===== config.mk =====
export PLATFORM = sky130hd
export DESIGN_NAME = regwin_top
export DESIGN_NICKNAME = d
export VERILOG_FILES = /design/src/rtl/regwin_pkg.sv /design/src/rtl/regwin_decode.sv /design/src/rtl/regwin_seq.sv /design/src/rtl/regwin_bank.sv /design/src/rtl/regwin_top.sv
export SDC_FILE = /design/constraint.sdc
export NUM_CORES = 1
export LEC_CHECK = 0
export ABC_AREA = 0
export BUFFER_PORTS_ARGS = -buffer_cell sky130_fd_sc_hd__buf_2
export CORE_MARGIN = 1.5
export CORE_UTILIZATION = 47
export DETAILED_ROUTE_END_ITERATION = 10
export HOLD_SLACK_MARGIN = 0.15
export PLACE_DENSITY = 0.85
export SLEW_MARGIN = 15
export SYNTH_ARGS = -nofsm -noshare
export SYNTH_HDL_FRONTEND = slang
export SYNTH_SLANG_ARGS = --single-unit
export TNS_END_PERCENT = 50

===== constraint.sdc =====
create_clock -name clk -period 1.97 [get_ports clk]
set_input_delay 0.394 -clock clk [delete_from_list [all_inputs] [get_ports clk]]
set_output_delay 0.394 -clock clk [all_outputs]
set_load 0.01 [all_outputs]

===== src/rtl/regwin_pkg.sv =====
package regwin_pkg;
  localparam int CMD_W   = 64;
  localparam int VLD_BIT = 63;
  localparam int RD_BIT  = 56;
  localparam int OP_LO   = 57;
  localparam int OP_W    = 4;
  localparam int IDX_LO  = 32;
  localparam int IDX_W   = 3;
  localparam int DFLD_W  = 32;
  localparam int MDIV_W  = 4;
  localparam int NDIV_W  = 3;
  localparam logic [OP_W-1:0] OP_INTREG = 4'd6;

  typedef enum logic [IDX_W-1:0] {
    IX_OWN  = 3'd0,
    IX_DATA = 3'd1,
    IX_CTRL = 3'd2,
    IX_CLK  = 3'd3,
    IX_EXT  = 3'd4,
    IX_SP5  = 3'd5,
    IX_SP6  = 3'd6,
    IX_RST  = 3'd7
  } reg_ix_e;

  typedef struct packed {
    logic            rd;
    logic [OP_W-1:0] op;
    reg_ix_e         idx;
    logic [7:0]      data;
  } cmd_fields_t;
endpackage


===== src/rtl/regwin_decode.sv =====
module regwin_decode
  import regwin_pkg::*;
(
  input  logic [CMD_W-2:0] word,
  output cmd_fields_t      fld,
  output logic             intreg_hit
);
  always_comb begin
    fld.rd     = word[RD_BIT];
    fld.op     = word[OP_LO +: OP_W];
    fld.idx    = reg_ix_e'(word[IDX_LO +: IDX_W]);
    fld.data   = word[7:0];
    intreg_hit = (fld.op == OP_INTREG);
  end
endmodule


===== src/rtl/regwin_seq.sv =====
module regwin_seq #(
  parameter int LAT = 3
) (
  input  logic clk,
  input  logic rst,
  input  logic accept,
  output logic busy,
  output logic done
);
  localparam int CW = (LAT > 1) ? $clog2(LAT) : 1;
  localparam logic [CW-1:0] LAST = CW'(LAT - 1);

  logic [CW-1:0] cnt;

  assign done = busy && (cnt == LAST);

  always_ff @(posedge clk) begin
    if (rst) begin
      busy <= 1'b0;
      cnt  <= '0;
    end else if (accept) begin
      busy <= 1'b1;
      cnt  <= '0;
    end else if (done) begin
      busy <= 1'b0;
      cnt  <= '0;
    end else if (busy) begin
      cnt  <= cnt + 1'b1;
    end
  end
endmodule


===== src/rtl/regwin_bank.sv =====
module regwin_bank
  import regwin_pkg::*;
#(
  parameter int DW = 8
) (
  input  logic              clk,
  input  logic              rst,
  input  logic              wr_en,
  input  reg_ix_e           idx,
  input  logic [7:0]        wdata,
  input  logic [DW-1:0]     status_code,
  input  logic [DW-1:0]     rx_byte,
  output logic [DW-1:0]     rd_value,
  output logic [DW-1:0]     own_addr,
  output logic [DW-1:0]     ext_addr,
  output logic [DW-1:0]     ctrl_reg,
  output logic [DW-1:0]     tx_byte,
  output logic [MDIV_W-1:0] m_div,
  output logic [NDIV_W-1:0] n_div,
  output logic              eng_rst
);
  always_ff @(posedge clk) begin
    if (rst) begin
      own_addr <= '0;
      ext_addr <= '0;
      ctrl_reg <= '0;
      tx_byte  <= '0;
      m_div    <= '0;
      n_div    <= '0;
      eng_rst  <= 1'b0;
    end else begin
      eng_rst <= 1'b0;
      if (wr_en) begin
        unique case (idx)
          IX_OWN:  own_addr <= DW'(wdata);
          IX_DATA: tx_byte  <= DW'(wdata);
          IX_CTRL: ctrl_reg <= DW'(wdata);
          IX_CLK: begin
            m_div <= wdata[NDIV_W +: MDIV_W];
            n_div <= wdata[NDIV_W-1:0];
          end
          IX_EXT:  ext_addr <= DW'(wdata);
          IX_RST:  eng_rst  <= 1'b1;
          default: ;
        endcase
      end
    end
  end

  always_comb begin
    unique case (idx)
      IX_OWN:  rd_value = own_addr;
      IX_DATA: rd_value = rx_byte;
      IX_CTRL: rd_value = ctrl_reg;
      IX_CLK:  rd_value = status_code;
      IX_EXT:  rd_value = ext_addr;
      default: rd_value = '0;
    endcase
  end
endmodule


===== src/rtl/regwin_top.sv =====
module regwin_top
  import regwin_pkg::*;
#(
  parameter int DW  = 8,
  parameter int LAT = 3
) (
  input  logic              clk,
  input  logic              rst,
  input  logic              host_wr,
  input  logic [63:0]       host_wdata,
  input  logic [DW-1:0]     status_code,
  input  logic [DW-1:0]     rx_byte,
  output logic [63:0]       host_rdata,
  output logic              cmd_err,
  output logic [DW-1:0]     own_addr,
  output logic [DW-1:0]     ext_addr,
  output logic [DW-1:0]     ctrl_reg,
  output logic [DW-1:0]     tx_byte,
  output logic [MDIV_W-1:0] m_div,
  output logic [NDIV_W-1:0] n_div,
  output logic              eng_rst
);
  logic [CMD_W-2:0] cmd_q;
  logic             busy, done, accept, hit, wr_en;
  cmd_fields_t      fld;
  logic [DW-1:0]    rd_value;

  assign accept = host_wr && host_wdata[VLD_BIT] && !busy;
  assign wr_en  = done && hit && !fld.rd;

  regwin_decode u_dec (
    .word       (cmd_q),
    .fld        (fld),
    .intreg_hit (hit)
  );

  regwin_seq #(.LAT(LAT)) u_seq (
    .clk    (clk),
    .rst    (rst),
    .accept (accept),
    .busy   (busy),
    .done   (done)
  );

  regwin_bank #(.DW(DW)) u_bank (
    .clk         (clk),
    .rst         (rst),
    .wr_en       (wr_en),
    .idx         (fld.idx),
    .wdata       (fld.data),
    .status_code (status_code),
    .rx_byte     (rx_byte),
    .rd_value    (rd_value),
    .own_addr    (own_addr),
    .ext_addr    (ext_addr),
    .ctrl_reg    (ctrl_reg),
    .tx_byte     (tx_byte),
    .m_div       (m_div),
    .n_div       (n_div),
    .eng_rst     (eng_rst)
  );

  always_ff @(posedge clk) begin
    if (rst) begin
      cmd_q   <= '0;
      cmd_err <= 1'b0;
    end else begin
      if (host_wr && busy)
        cmd_err <= 1'b1;
      if (accept)
        cmd_q <= host_wdata[CMD_W-2:0];
      else if (done && hit && fld.rd)
        cmd_q[DFLD_W-1:0] <= DFLD_W'(rd_value);
    end
  end

  assign host_rdata = {busy, cmd_q};
endmodule


### Word level (Yosys, flattened, before mapping)

Cells that the tools add are included.

* add/subtract/negate cells: 1
* equal/unequal tests: 7
* multiplexer cells: 6
* bitwise logic cells: 1
* reductions and logical operators: 19

Operator list (count)
* 32-bit 2-to-1 mux: 2
* 8-bit one-hot mux with 5 select lines: 1
* 2-bit AND reduction: 5
* 1-bit logical AND: 7
* 3-bit by 2-bit == test with 1-bit output, second input constant: 2
* 3-bit == test, second input constant: 2
* 4-bit by 3-bit == test with 1-bit output, second input constant: 1
* 2-bit nonzero test: 2
* 3-bit by 1-bit == test with 1-bit output, second input constant: 1
* 3-bit logical NOT: 1
* 1-bit 2-to-1 mux: 3
* 3-bit OR reduction: 1
* 2-bit by 1-bit adder with 2-bit output, second input constant: 1
* 2-bit == test, second input constant: 1
* 1-bit logical NOT: 2
* 2-bit OR reduction: 1
* 1-bit NOT: 1

* bits in registers: 107
* bits of input ports: 83
* word-level logic and storage cells: 46

### Longest topological paths before layout

* depth in word-level cells: 6
* mapped depth: 7
* mapped depth without buffers: 6

### Hierarchy

Synthesis repeated with hierarchy kept, for this count alone.

* cell total of the unflattened synthesis: 515
* area, all modules: 4499.3 µm²

By module, submodules not included
* regwin_top: times used 1, cells an instance 294, area each 2402.3 µm²
* regwin_bank: times used 1, cells an instance 189, area each 1820.5 µm²
* regwin_seq: times used 1, cells an instance 15, area each 143.9 µm²
* regwin_decode: times used 1, cells an instance 17, area each 132.6 µm²

### Worst setup path after synthesis

No wires, ideal clock.

* path kind: register to register
* start point: register cmd_q[33]
* end point: register cmd_q[3]
* arrival: 1433 ps
* required time: 1839 ps
* path slack: 406 ps
* stages on the path, launching flop included: 6
* path buffers: 2
* path through: dfxtp_1 buf_2 buf_2 mux2_2 a221oi_1 o22ai_1

* cells in the longest elaborated chain, start to end: 4

Ends and longest elaborated chain
* start, declared: RTL line regwin_top.sv:23 `logic [CMD_W-2:0] cmd_q;`
* start signal, assigned: RTL line regwin_top.sv:71 `cmd_q <= host_wdata[CMD_W-2:0];`
* start signal, assigned by index: RTL line regwin_top.sv:73 `cmd_q[DFLD_W-1:0] <= DFLD_W'(rd_value);`
* 3-bit == test (tied with other cells): RTL line regwin_bank.sv:51 `unique case (idx)`
* 8-bit one-hot mux with 5 select lines (*): RTL line regwin_bank.sv:51
* 32-bit 2-to-1 mux (*): RTL line regwin_top.sv:72 `else if (done && hit && fld.rd)`
* 32-bit 2-to-1 mux (*): RTL line regwin_top.sv:70 `if (accept)`

Every way passes the cells marked *; elsewhere a longest branch is shown, timed or not. The select of a mux whose other input is x is not followed.
A chain may end at the register's enable or synchronous reset.

### Final worst setup path

* start point: register u_seq.cnt[0]
* end point: register u_bank.tx_byte[4]

* cells in the longest elaborated chain, start to end: 5

Ends and longest elaborated chain
* start, declared: RTL line regwin_seq.sv:13 `logic [CW-1:0] cnt;`
* start signal, assigned: RTL line regwin_seq.sv:28 `cnt <= cnt + 1'b1;`
* 2-bit == test: RTL line regwin_seq.sv:15 `assign done = busy && (cnt == LAST);`
* 1-bit logical AND: RTL line regwin_seq.sv:15
* 1-bit logical AND (2 in a row): RTL line regwin_top.sv:29 `assign wr_en = done && hit && !fld.rd;`
* 2-bit AND reduction (no line)
* end signal, assigned: RTL line regwin_bank.sv:36 `IX_DATA: tx_byte <= DW'(wdata);`
* end, declared: RTL line regwin_bank.sv:17 `output logic [DW-1:0] tx_byte,`

No other way between the ends.

==> results.md <==
* Status: finished, final reports clean
* Initial Utilization at 48.04%
* EDFF count, synth at 0
* DRT Pass-1 Iters at 4
* Final period util at 91.35%
* Main area contributors after synthesis: dfxtp_1 52%, mux2i_1 11%, nor2_1 6.7%
* Max incr delay on CP at 0.39 ns
* Num CTS Buffers at 9
* Final cell count without fillers at 736
* RSZ-0062 raised after global routing: no
* Req. time, crit path at 2.22 ns
* Global-route wire length before repair at 18,090 um
* Ys Warns at 0
* Max-slew headroom at 64.98%
* Setup TNS at 0 ns
* Die W at 96.96 um
* Total power at 0.004089 W
* Port-buffer cells at 187
* Synth-to-Final Area Change at 30.10%
* GR Util All Layers at 23.30%
* Largest net degree at the start of global routing at 108
* Final Slew Violations at 0
* Clock Latency Late Sink at 0.36 ns
* Antenna viol nets, final at 0
* Seq cells post-synth at 107
* Top cell type's share of synthesized area at 51.63%
* WL/cell at 15.11 um
* Post-synth ARST share at 0%
* Fin Clk Skew at 0.01435 ns
* Startpoint types: register
* Sequential area share after synthesis at 51.63%
* Crit. End Element: register
* Hold Crit Class: in2reg
* Worst path slowest cell: nand4_2
* Pwr dens at 757.5 nW/um^2
* FP Rows at 34
* Syn nets at 531
* Post-CTS Setup Bufs at 0
* Die Area at 9400 sq um
* Root Driver: clkbuf_8
* Ant. Diodes at 0
* MaxCap Viol Count at 0
* Final GP Congestion at 0.8168
* Final setup fails at 0
* Final critical-path required period at 1.800 ns
* Fin Hold WS at 0.2556 ns
* Die Ht at 96.96 um
* Ys flop type: dfxtp_1
* Max reg flops at 63
* Synth area leader: dfxtp_1
* Initial antenna violation count at 0
* Most common cell in the synthesized netlist: dfxtp_1
* Nets at 707
* Critical Path AT at 2.05 ns
* Crit path cell chain: inv_1, ha_1, nor4b_4, nand4_2, mux2i_1, nor2_1
* WP buf/inv at 1
* Final wirelength at 11,120 um
* Post-synth cell types at 33
* CTS tree: yes
* Critical path class: reg2reg
* Final HPWL DP at 7754 um
* F_max at 555.7 MHz
* Crit-path max FO at 8
* TritonCTS Sinks at 107
* CTS max path bufs at 2
* Vias per Instance at 5.314
* Cells after DPL at 720
* Cts hold-fix bufs at 0
* Hold Vio Cnt, Final at 0
* Post-cts resize count at 0
* Actual slew at the worst max-slew pin at 0.5254 ns
* CP delay by family, top: simple AND/OR/NAND/NOR gates
* Core area at 8636 sq um
* Number of remaining DRC errors at 0
* Synth Area per Inst at 9.282 sq um
* Worst R2R Setup Slack at 0.17 ns
* H-Tree Depth at 3
* Share of layout cells above drive strength 1 at 36.31%
* Clk slew on worst S/H paths at 0.11 ns
* Gate Count Post-Synth at 447
* Vias in the first global route at 3,812
* Post-synth top cells: 107 x dfxtp_1, 74 x nor2_1, 63 x nand2_1
* Most flops, register: cmd_q
* VDD IR-drop max at 399.6 uV
* Pleak at 2.688 nW
* Vias at 3,911
* # IOs at 188
* Synthesized area at 4149 sq um
* Overflow after GRT at 0
* Drt initial violations at 218
==> per-layer routing <==
metal | up-vias | share of wire, % | wire length, um | global-route usage (%)
li1 | 1906 | - | - | -
met1 | 1827 | 41 | 4600 | 30.00
met2 | 157 | 50 | 5511 | 38.35
met3 | 21 | 6.8 | 751 | 4.263
met4 | 0 | 2.3 | 256 | 9.922
met5 | - | 0 | 0 | 0
==> layout make-up <==
class / instances / area (sq um)
Sequential cell: 107 / 2142
Fill cell: 748 / 3238
Multi-Input combinational cell: 302 / 1838
Tap cell: 108 / 135.1
Clock inverter: 6 / 70.07
Inverter: 3 / 11.26
Clock buffer: 10 / 127.6
Timing Repair Buffer: 200 / 1074
==> final timing paths <==
check | depth (start not counted) | start | to
max | 6 | u_seq.cnt[0] | u_bank.tx_byte[4]
min | 3 | host_wdata[62] | cmd_q[62]
max reg2reg | 6 | u_seq.cnt[0] | u_bank.tx_byte[4]
min reg2reg | 2 | cmd_q[49] | cmd_q[49]
==> cell families after synthesis <==
group / after synthesis / synth area share [%]
buffers and inverters: 38 / 4.101
DFF: 107 / 51.63
AOI/OAI and AO/OA: 87 / 13.72
muxes: 53 / 12.97
adders and majority gates: 1 / 0.3015
and+or+nand+nor: 161 / 17.28
==> stage by stage <==
step / utilization (%) / setup WS, ns / cell area, sq um
6_report: 62.50 / 0.1704 / 5398
5_1_grt: 62.50 / 0.04501 / 5398
4_1_cts: 62.50 / 0.1790 / 5398
3_5_place_dp: 60.21 / 0.2012 / 5200
3_3_place_gp: 60.21 / 0.2704 / 5200
2_1_floorplan: - / 0.4056 / 4149
==> placed cells by master, fill, tap and decap left out, drive strengths merged, types with 8 or more instances in the layout <==
cell type / count
a21oi: 36
a22oi: 32
buf: 200
clkbuf: 10
dfxtp: 107
mux2i: 47
nand2: 63
nor2: 74
o22ai: 8
==> report_power, final <==
group	switching, W	internal (W)
Combinational	0.000242	0.000200
Sequential	0.0000535	0.00223
Clock	0.000762	0.000604
Total	0.00106	0.00303
==> worst reg2reg max path: cells and delay by family, from the launching register on <==
kind / cells / cell delay (ns)
flops: 1 / 0.35
fa+ha+maj: 1 / 0.19
buf+inv: 1 / 0.06
simple gates: 3 / 0.79
mux: 1 / 0.30
Power figures use the tool's default switching activity.
